<file path="config.mk">
export PLATFORM = sky130hd
export DESIGN_NAME = mem_req_stager
export DESIGN_NICKNAME = d
export VERILOG_FILES = /design/src/rtl/mem_req_stager_pkg.sv /design/src/rtl/mem_req_stager_ctrl.sv /design/src/rtl/mem_req_stager_dp.sv /design/src/rtl/mem_req_stager.sv
export SDC_FILE = /design/constraint.sdc
export NUM_CORES = 2
export LEC_CHECK = 0
export BUFFER_PORTS_ARGS = -buffer_cell sky130_fd_sc_hd__buf_2
export CORE_ASPECT_RATIO = 0.6
export CORE_MARGIN = 8
export CORE_UTILIZATION = 58
export CTS_CLUSTER_DIAMETER = 80
export DETAILED_ROUTE_END_ITERATION = 10
export HOLD_SLACK_MARGIN = 0.08
export PLACE_DENSITY = 0.79
export SETUP_SLACK_MARGIN = 0.05
export SKIP_LAST_GASP = 1
export SLEW_MARGIN = 20
export SYNTH_ARGS = -nofsm -noshare
export SYNTH_HDL_FRONTEND = slang
export SYNTH_SLANG_ARGS = --single-unit
</file>
<file path="constraint.sdc">
create_clock -name clk -period 34.4 [get_ports clk]
set_input_delay 6.88 -clock clk [delete_from_list [all_inputs] [get_ports clk]]
set_output_delay 6.88 -clock clk [all_outputs]
set_load 0.02 [all_outputs]
</file>
<file path="src/rtl/mem_req_stager_pkg.sv">
package mem_req_stager_pkg;

  typedef enum logic [1:0] {
    SZ_BYTE  = 2'd0,
    SZ_HALF  = 2'd1,
    SZ_WORD  = 2'd2,
    SZ_WORD2 = 2'd3
  } accSize_e;

  // Strobes from control to datapath
  typedef struct packed {
    logic enqEn;    // write the incoming request at wrIdx of instThread
    logic rcyLoad;  // capture the missed request into the recycle slot
  } stagerStrobes_t;

endpackage

</file>
<file path="src/rtl/mem_req_stager_ctrl.sv">
module mem_req_stager_ctrl
  import mem_req_stager_pkg::*;
#(
  parameter int THREADS = 4,
  parameter int DEPTH   = 4,
  localparam int TW = (THREADS > 1) ? $clog2(THREADS) : 1,
  localparam int PW = (DEPTH > 1) ? $clog2(DEPTH) : 1,
  localparam int CW = $clog2(DEPTH + 1)
) (
  input  logic                  clk,
  input  logic                  rstN,
  input  logic                  instValid,
  input  logic                  instFlush,
  input  logic [TW-1:0]         instThread,
  input  logic [THREADS-1:0]    consumeMask,
  input  logic                  missValid,
  input  logic [TW-1:0]         missThread,
  input  logic                  recycleConsume,
  output stagerStrobes_t        strb,
  output logic [PW-1:0]         wrIdx,
  output logic [THREADS*PW-1:0] rdPtrFlat,
  output logic [THREADS-1:0]    fullV,
  output logic [THREADS-1:0]    emptyV,
  output logic [THREADS-1:0]    headValidV,
  output logic                  rcyValid,
  output logic [TW-1:0]         rcyThread
);

  logic [CW-1:0] cnt [THREADS];
  logic [PW-1:0] wp  [THREADS];
  logic [PW-1:0] rp  [THREADS];
  logic [THREADS-1:0] pushV, popV;
  logic enqReq, enqOk;

  function automatic logic [PW-1:0] bump(input logic [PW-1:0] p);
    return (p == PW'(DEPTH - 1)) ? '0 : p + 1'b1;
  endfunction

  assign enqReq = instValid | instFlush;
  assign enqOk  = enqReq && !fullV[instThread];

  always_comb begin
    for (int i = 0; i < THREADS; i++) begin
      fullV[i]       = (cnt[i] == CW'(DEPTH));
      emptyV[i]      = (cnt[i] == '0);
      headValidV[i]  = !emptyV[i] && !(rcyValid && rcyThread == TW'(i));
      popV[i]        = consumeMask[i] && headValidV[i];
      pushV[i]       = enqOk && (instThread == TW'(i));
      rdPtrFlat[i*PW +: PW] = rp[i];
    end
  end

  assign wrIdx        = wp[instThread];
  assign strb.enqEn   = enqOk;
  assign strb.rcyLoad = missValid;

  always_ff @(posedge clk) begin
    if (!rstN) begin
      for (int i = 0; i < THREADS; i++) begin
        cnt[i] <= '0;
        wp[i]  <= '0;
        rp[i]  <= '0;
      end
    end else begin
      for (int i = 0; i < THREADS; i++) begin
        if (pushV[i]) wp[i] <= bump(wp[i]);
        if (popV[i])  rp[i] <= bump(rp[i]);
        if (pushV[i] && !popV[i])      cnt[i] <= cnt[i] + 1'b1;
        else if (!pushV[i] && popV[i]) cnt[i] <= cnt[i] - 1'b1;
      end
    end
  end

  // Recycle slot occupancy; a new capture wins over a consume
  always_ff @(posedge clk) begin
    if (!rstN) begin
      rcyValid  <= 1'b0;
      rcyThread <= '0;
    end else if (missValid) begin
      rcyValid  <= 1'b1;
      rcyThread <= missThread;
    end else if (recycleConsume) begin
      rcyValid  <= 1'b0;
    end
  end

  for (genvar g = 0; g < THREADS; g++) begin : gChk
    p_no_overflow_r3: assert property (@(posedge clk) disable iff (!rstN)
      cnt[g] <= CW'(DEPTH));
    p_refuse_full_r3: assert property (@(posedge clk) disable iff (!rstN)
      (enqReq && instThread == TW'(g) && fullV[g] && !consumeMask[g]) |=> $stable(cnt[g]) && $stable(wp[g]));
    p_head_hold_r5: assert property (@(posedge clk) disable iff (!rstN)
      !consumeMask[g] |=> $stable(rp[g]));
    p_flags_exclusive_r4: assert property (@(posedge clk) disable iff (!rstN)
      $onehot0({fullV[g], emptyV[g]}));
  end

  p_recycle_free_r9: assert property (@(posedge clk) disable iff (!rstN)
    missValid |-> (!rcyValid || recycleConsume));
  p_recycle_set_r9: assert property (@(posedge clk) disable iff (!rstN)
    missValid |=> rcyValid);
  p_recycle_clear_r11: assert property (@(posedge clk) disable iff (!rstN)
    (recycleConsume && !missValid) |=> !rcyValid);

endmodule

</file>
<file path="src/rtl/mem_req_stager_dp.sv">
module mem_req_stager_dp
  import mem_req_stager_pkg::*;
#(
  parameter int THREADS = 4,
  parameter int DEPTH   = 4,
  parameter int LANES   = 4,
  parameter int ADDR_W  = 32,
  parameter int TAG_W   = 8,
  localparam int TW = (THREADS > 1) ? $clog2(THREADS) : 1,
  localparam int PW = (DEPTH > 1) ? $clog2(DEPTH) : 1,
  localparam int DW = LANES * 32
) (
  input  logic                      clk,
  input  logic                      rstN,
  input  stagerStrobes_t            strb,
  input  logic [PW-1:0]             wrIdx,
  input  logic [THREADS*PW-1:0]     rdPtrFlat,
  input  logic [TW-1:0]             instThread,
  input  logic [TAG_W-1:0]          instTag,
  input  logic [ADDR_W-1:0]         instAddr,
  input  logic [DW-1:0]             instData,
  input  logic [1:0]                instSize,
  input  logic                      instIsVec,
  input  logic                      instFlush,
  input  logic [TAG_W-1:0]          missTag,
  input  logic [ADDR_W-1:0]         missAddr,
  input  logic [DW-1:0]             missData,
  input  logic [1:0]                missSize,
  input  logic                      missVec,
  output logic [THREADS*TAG_W-1:0]  headTag,
  output logic [THREADS*ADDR_W-1:0] headAddr,
  output logic [THREADS*DW-1:0]     headData,
  output logic [THREADS*2-1:0]      headSize,
  output logic [THREADS-1:0]        headVec,
  output logic [THREADS-1:0]        headFlush,
  output logic [TAG_W-1:0]          recTag,
  output logic [ADDR_W-1:0]         recAddr,
  output logic [DW-1:0]             recData,
  output logic [1:0]                recSize,
  output logic                      recVec
);

  logic [DW-1:0]     shaped;
  logic [TAG_W-1:0]  memTag   [THREADS][DEPTH];
  logic [ADDR_W-1:0] memAddr  [THREADS][DEPTH];
  logic [DW-1:0]     memData  [THREADS][DEPTH];
  logic [1:0]        memSize  [THREADS][DEPTH];
  logic              memVec   [THREADS][DEPTH];
  logic              memFlush [THREADS][DEPTH];

  // Size-dependent reshaping of the store operand
  always_comb begin
    shaped = '0;
    if (instIsVec) begin
      unique case (accSize_e'(instSize))
        SZ_BYTE: for (int k = 0; k < LANES; k++) shaped[8*k +: 8]   = instData[32*k +: 8];
        SZ_HALF: for (int k = 0; k < LANES; k++) shaped[16*k +: 16] = instData[32*k +: 16];
        default: shaped = instData;
      endcase
    end else begin
      unique case (accSize_e'(instSize))
        SZ_BYTE: shaped[31:0] = {4{instData[7:0]}};
        SZ_HALF: shaped[31:0] = {2{instData[15:0]}};
        default: shaped[31:0] = instData[31:0];
      endcase
    end
  end

  always_ff @(posedge clk) begin
    if (strb.enqEn) begin
      memTag[instThread][wrIdx]   <= instTag;
      memAddr[instThread][wrIdx]  <= instAddr;
      memData[instThread][wrIdx]  <= shaped;
      memSize[instThread][wrIdx]  <= instSize;
      memVec[instThread][wrIdx]   <= instIsVec;
      memFlush[instThread][wrIdx] <= instFlush;
    end
  end

  always_ff @(posedge clk) begin
    if (strb.rcyLoad) begin
      recTag  <= missTag;
      recAddr <= missAddr;
      recData <= missData;
      recSize <= missSize;
      recVec  <= missVec;
    end
  end

  for (genvar g = 0; g < THREADS; g++) begin : gHead
    logic [PW-1:0] rp;
    assign rp = rdPtrFlat[g*PW +: PW];
    assign headTag[g*TAG_W +: TAG_W]    = memTag[g][rp];
    assign headAddr[g*ADDR_W +: ADDR_W] = memAddr[g][rp];
    assign headData[g*DW +: DW]         = memData[g][rp];
    assign headSize[g*2 +: 2]           = memSize[g][rp];
    assign headVec[g]                   = memVec[g][rp];
    assign headFlush[g]                 = memFlush[g][rp];
  end

  p_recycle_capture_r9: assert property (@(posedge clk) disable iff (!rstN)
    strb.rcyLoad |=> (recAddr == $past(missAddr)) && (recTag == $past(missTag))
                     && (recData == $past(missData)));

endmodule

</file>
<file path="src/rtl/mem_req_stager.sv">
module mem_req_stager
  import mem_req_stager_pkg::*;
#(
  parameter int THREADS = 4,
  parameter int DEPTH   = 4,
  parameter int LANES   = 4,
  parameter int ADDR_W  = 32,
  parameter int TAG_W   = 8,
  localparam int TW = (THREADS > 1) ? $clog2(THREADS) : 1,
  localparam int DW = LANES * 32
) (
  input  logic                      clk,
  input  logic                      rstN,
  input  logic                      instValid,
  input  logic                      instFlush,
  input  logic [TW-1:0]             instThread,
  input  logic [TAG_W-1:0]          instTag,
  input  logic [ADDR_W-1:0]         instAddr,
  input  logic [DW-1:0]             instData,
  input  logic [1:0]                instSize,
  input  logic                      instIsVec,
  input  logic [THREADS-1:0]        consumeMask,
  input  logic                      missValid,
  input  logic [TW-1:0]             missThread,
  input  logic [TAG_W-1:0]          missTag,
  input  logic [ADDR_W-1:0]         missAddr,
  input  logic [DW-1:0]             missData,
  input  logic [1:0]                missSize,
  input  logic                      missVec,
  input  logic                      recycleConsume,
  output logic [THREADS-1:0]        queueFull,
  output logic [THREADS-1:0]        queueEmpty,
  output logic [THREADS-1:0]        headValid,
  output logic [THREADS*TAG_W-1:0]  headTag,
  output logic [THREADS*ADDR_W-1:0] headAddr,
  output logic [THREADS*DW-1:0]     headData,
  output logic [THREADS*2-1:0]      headSize,
  output logic [THREADS-1:0]        headVec,
  output logic [THREADS-1:0]        headFlush,
  output logic                      recycleValid,
  output logic [TW-1:0]             recycleThread,
  output logic [TAG_W-1:0]          recycleTag,
  output logic [ADDR_W-1:0]         recycleAddr,
  output logic [DW-1:0]             recycleData,
  output logic [1:0]                recycleSize,
  output logic                      recycleVec
);

  localparam int PW = (DEPTH > 1) ? $clog2(DEPTH) : 1;

  stagerStrobes_t        strb;
  logic [PW-1:0]         wrIdx;
  logic [THREADS*PW-1:0] rdPtrFlat;

  mem_req_stager_ctrl #(.THREADS(THREADS), .DEPTH(DEPTH)) u_ctrl (
    .clk(clk), .rstN(rstN),
    .instValid(instValid), .instFlush(instFlush), .instThread(instThread),
    .consumeMask(consumeMask),
    .missValid(missValid), .missThread(missThread), .recycleConsume(recycleConsume),
    .strb(strb), .wrIdx(wrIdx), .rdPtrFlat(rdPtrFlat),
    .fullV(queueFull), .emptyV(queueEmpty), .headValidV(headValid),
    .rcyValid(recycleValid), .rcyThread(recycleThread)
  );

  mem_req_stager_dp #(.THREADS(THREADS), .DEPTH(DEPTH), .LANES(LANES),
                      .ADDR_W(ADDR_W), .TAG_W(TAG_W)) u_dp (
    .clk(clk), .rstN(rstN), .strb(strb), .wrIdx(wrIdx), .rdPtrFlat(rdPtrFlat),
    .instThread(instThread), .instTag(instTag), .instAddr(instAddr),
    .instData(instData), .instSize(instSize), .instIsVec(instIsVec),
    .instFlush(instFlush),
    .missTag(missTag), .missAddr(missAddr), .missData(missData),
    .missSize(missSize), .missVec(missVec),
    .headTag(headTag), .headAddr(headAddr), .headData(headData),
    .headSize(headSize), .headVec(headVec), .headFlush(headFlush),
    .recTag(recycleTag), .recAddr(recycleAddr), .recData(recycleData),
    .recSize(recycleSize), .recVec(recycleVec)
  );

endmodule

</file>
# Word-level counts from Yosys, hierarchy flattened
# Memories as Yosys holds them, arrays and structs flattened.
# Index checks and enable logic that the tools add are counted.
# word_totals
regBits	174
output_inout_bits	874
word_cells	307
ramBits	2780
input_bits	356
mem_count	9
# memory_table
memory	depth	word_bits	read_ports	rd_clocked_by_memory_dff	write_ports	line_no	rtl
u_dp.memData	4	512	4	0	1	mem_req_stager_dp.sv:46	logic [DW-1:0] memData [THREADS][DEPTH];
u_dp.memAddr	4	128	4	0	1	mem_req_stager_dp.sv:45	logic [ADDR_W-1:0] memAddr [THREADS][DEPTH];
u_dp.memTag	4	32	4	0	1	mem_req_stager_dp.sv:44	logic [TAG_W-1:0] memTag [THREADS][DEPTH];
u_dp.memSize	4	8	4	0	1	mem_req_stager_dp.sv:47	logic [1:0] memSize [THREADS][DEPTH];
u_dp.memFlush	4	4	4	0	1	mem_req_stager_dp.sv:49	logic memFlush [THREADS][DEPTH];
u_dp.memVec	4	4	4	0	1	mem_req_stager_dp.sv:48	logic memVec [THREADS][DEPTH];
+3 memories	n/a	n/a	n/a	n/a	n/a	n/a	
# classes
addsub	16
n_bitwise	22
mux	175
n_eq_ne	19
magnitude_cmp	7
n_reduce_logical	52
# ops
cell	n
$mux W128	10
$bmux W128 S2	4
$mux W512	1
$mux W32	11
$bmux W32 S2	4
$demux W128 S2	1
$pmux W32 S2	3
$mux W96	1
$mux W8	10
$mux W1	74
$bmux W8 S2	4
$demux W32 S2	1
$mux W64	1
$mux W2	25
$logic_and A1 B1 Y1	26
$eq A2 B2 Y1 const B	12
$mux W3	8
$bmux W1 S2	9
$logic_not A1 Y1	17
$or A1 B1 Y1	17
$add A2 B1 Y2 const B	8
$bmux W2 S2	4
$demux W8 S2	1
$ge A3 B3 Y1 const B	5
other kinds (14)	34

# Depth between registers and ports, before layout
# logic_depth
word_depth	13
depth_mapped	8

# Hierarchy
# From an unflattened synthesis, not the netlist that was laid out.
# hier_totals
cells_unflattened	4204
hier_area_um2	107742.1
# modules_own_cells
module	cells_each	area_each_um2	n_inst
mem_req_stager_dp	4019	105779.0	1
mem_req_stager_ctrl	185	1963.1	1

# Least setup slack after synthesis
# Ideal clock, no wire load.
# synth_timing
path_kind	input -> register
start	in instThread[0]
end	mem u_dp.memAddr[0][100] (netlist bit) (enable)
path_buffers	1
setup_time_ns	1.184
slack_ns	7.987
stages	5
t_arrival_ns	25.228
t_required_ns	33.216
cell_sequence	buf_2 and2_1 a221oi_2 nand2_1 nor4b_1
# synth_via
elab_chain_len	7
# synth_lines
item	line_no	rtl
start: declaration	mem_req_stager.sv:16	input logic [TW-1:0] instThread,
$mem_v2 Z4 W2	n/a	
$not A2 Y3 (not written as such)	mem_req_stager_dp.sv:72	memAddr[instThread][wrIdx] <= instAddr;
$ge A3 B3 Y1 (not written as such) or $lt A3 B1 Y1 (tied branches)	mem_req_stager_dp.sv:72	
$logic_and A1 B1 Y1 (not written as such)	mem_req_stager_dp.sv:72	
$mux W32 (not written as such)	mem_req_stager_dp.sv:72	
$demux W32 S2	mem_req_stager_dp.sv:72	
$mux W128 (not written as such)	mem_req_stager_dp.sv:72	
end: declaration	mem_req_stager_dp.sv:45	
# Parallel ways exist; a longest one is shown, timed or not. The select of a mux whose other input is x is not followed.

==> metrics.md <==
| Metric | Value |
|---|---|
| Syn_nets | `4557` |
| Die width | `571 µm` |
| Failing checks | `antenna violations` |
| Max cap viols | `0` |
| Core area | `~0.18 mm²` |
| Total negative slack | `0 ns` |
| Synthesis-stage register bit count | `2954` |
| Final #Nets | `5952` |
| Crit path launch type | `flip-flop` |
| Detailed Route Iter0 Violations | `8309` |
| Max-slew headroom | `11.5%` |
| Fmax | `93.4 MHz` |
| Synth cell count leaders | `2951 x edfxtp_1, 690 x mux4_2, 84 x clkbuf_1` |
| Initial antenna violation count | `about 110` |
| # setup viols final | `0` |
| # Post-CTS Setup Buffers | `0` |
| Crit path max-delay family | `buffers and inverters` |
| Skew final | `0.0552 ns` |
| Cell Area, Synth | `roughly 0.11 mm²` |
| Tcrit/Tclk final | `a little under a third` |
| GRT Resource Usage Total | `33.8%` |
| Share of cells above drive strength 1 | `41.4%` |
| WP data required | `approximately 28 ns` |
| Die area | `roughly 0.20 mm²` |
| Critical path class | `flip-flop to primary output` |
| Htree depth | `5` |
| Cell Chain, Critical Path | `buf_12 -> buf_4 -> mux4_2 -> buf_2` |
| First-pass GRT wire length | `459000 µm` |
| Final Hold Viols | `0` |
| Most common cell in the netlist | `edfxtp_1` |
| Post-synth top area share | `82.5%` |
| Yosys top cell by area | `edfxtp_1` |
| Crit path DAT | `3.83 ns` |
| Die Y | `about 350 µm` |
| # rows | `122` |
| Post-synthesis instance total | `4187` |
| Overflow after GRT | `0` |
| Hold WC Path Type | `flip-flop to flip-flop` |
| Area delta synth->final | `16.6%` |
| Via density per instance | `about 6.6` |
| Initial Util | `58.3%` |
| Hold Worst Slack | `0.610 ns` |
| Seq/Total Area, Yosys | `82.6%` |
| CP Capture Type | `primary output` |
| Clk slew on worst S/H paths | `0.06 ns` |
| Number of flops mapped to enable cells by yosys | `2951` |
| Final Max Slew Viols | `0` |
| Max incr delay on CP | `0.84 ns` |
| # DRC | `0` |
| CTS Buf Count | `roughly 270` |
| Hold buffer count at cts | `0` |
| Pin count of the biggest net entering global routing | `133` |
| # resized after CTS | `0` |
| HPWL after DPL | `223000 µm` |
| I/O pin total | `1230` |
| Buf/Inv on CP | `3` |
| CTS Root Cell | `clkbuf_16` |
| Post-route ant nets | `1` |
| Worst vdd ir | `0.0823 mV` |
| RD Place Congestion | `1.01` |
| Clock Latency Late Sink | `0.83 ns` |
| FF-to-FF setup slack | `29.50 ns` |
| Slowest stage cell, crit path | `buf_4` |
| Power density over cell area | `66.0 mW/mm²` |
| Run status | `finished with violations` |
| Fill cells | `11200` |
| Clk sink count | `2954` |
| Leakage power | `41.5 nW` |
| Number of I/O port buffers | `between 1000 and 1500` |
| Min cycle time layout | `10.71 ns` |
| 1st-pass router iterations | `8` |
| Drt total wl | `345000 µm` |
| CTS tree | `done` |
| Critical path fanouts, max | `98` |
| Wirelength per Cell | `~41 µm` |
| Ys flop type | `edfxtp_1` |
| Pin slew with the least headroom to its limit | `between 1 and 1.5 ns` |
| Vias in the first global route | `approximately 53000` |
| Mapped Avg Cell Area | `about 26 µm²` |
| Ys async rst share | `0%` |
| Clock buffer depth | `4` |
| Post-synth cell types | `45` |
| Vias | `between 50000 and 60000` |
| RSZ-0062 raised after global routing | `false` |
| Yosys warns | `0` |
| Main area contributors after synthesis | `edfxtp_1 83%, mux4_2 14%, and3_1 0.38%` |
-- path summary, 6_finish.rpt --
| kind | cells past startpoint | end | from |
|---|---|---|---|
| setup / recovery | 4 | headData[147] | u_ctrl.rp[1][0] |
| hold / removal | 1 | u_ctrl.wp[3][0] | u_ctrl.wp[3][0] |
| setup reg to reg | 9 | u_dp.memData[2][98] | u_ctrl.cnt[3][0] |
| hold reg to reg | 1 | u_ctrl.wp[3][0] | u_ctrl.wp[3][0] |
-- metrics by stage --
step | std cells | utilization, % | area (µm²) | total power (W) | setup WS (ns)
3_5_place_dp | 7793 | 63.4 | 117000 | 0.00547 | 22.96
6_report | 8358 | 68.0 | 125000 | 0.00827 | 23.69
4_1_cts | 8251 | 67.9 | 125000 | 0.00829 | 23.56
3_3_place_gp | 7793 | 63.4 | 117000 | 0.00545 | 23.06
5_1_grt | 8265 | 67.9 | 125000 | 0.00846 | 23.47
2_1_floorplan | 4187 | - | 107000 | 0.00495 | 7.99
-- per-layer routing --
metal  share of wire (%)  global-route usage [%]
met1                  36                    46.4
met2                  47                    52.0
met3                  14                    12.5
met4                 3.0                    9.45
met5                0.15                       0
-- layout by cell type (no fill, tap or decap), types with 11 or more instances in the layout --
cell / instances
inv_1: 17
buf_12: 14
a211oi_1: 17
diode_2: 107
clkbuf_16: 269
clkbuf_1: 60
a22o_1: 32
buf_2: 1226
and3_1: 65
bufinv_16: 16
clkinv_1: 52
ha_1: 11
mux4_2: 690
a21oi_1: 20
buf_4: 80
nor3_1: 11
edfxtp_1: 2951
nand2_1: 23
clkinv_2: 34
nor2b_1: 13
-- area by class of cell --
class	instances	area, µm²	share of cell area (%)
antenna	107	268	0.214
timing repair buffer	1321	7030	5.61
clock buffer	329	6960	5.55
clock inverter	129	1200	0.959
multi-input combinational	1021	18000	14.3
inverter	17	63.8	0.0509
sequential	2954	88700	70.8
tap	2480	3100	2.48
-- logic make-up after synthesis --
family,count (synthesis),synth area share [%]
buffers and inverters,212,0.827
multiplexers,700,14.6
AO/OA/AOI/OAI,110,0.741
AND/OR/NAND/NOR,191,1.05
adder cells (fa/ha/maj),14,0.184
flip-flops,2954,82.6
XOR/XNOR,6,0.0489
-- registers in the layout (all words and copies together), names as in the netlist --
register	cells
u_dp.memTag	128
u_ctrl.wp	8
u_dp.memVec	16
u_ctrl.rcyValid	1
u_ctrl.cnt	12
u_dp.memAddr	512
u_dp.recAddr	32
u_dp.recData	128
u_ctrl.rcyThread	2
u_dp.memData	2048
u_dp.memFlush	16
u_dp.memSize	32
u_dp.recSize	2
u_dp.recTag	8
u_dp.recVec	1
u_ctrl.rp	8
-- worst register-to-register path, delay by kind of cell (launching register included) --
kind	cells	cell delay (ns)
and+or+nand+nor	3	0.91
DFF	1	0.39
adders and majority gates	1	0.20
AOI/OAI and AO/OA	1	0.45
buffers and inverters	4	2.50
-- power breakdown --
group	switching, W	internal, W	leakage, nW
Combinational	0.000852	0.000411	10.5
Clock	0.00130	0.00157	3.98
Sequential	0.0000416	0.00410	27.1
Note: power is estimated with default switching activity, not from simulation.
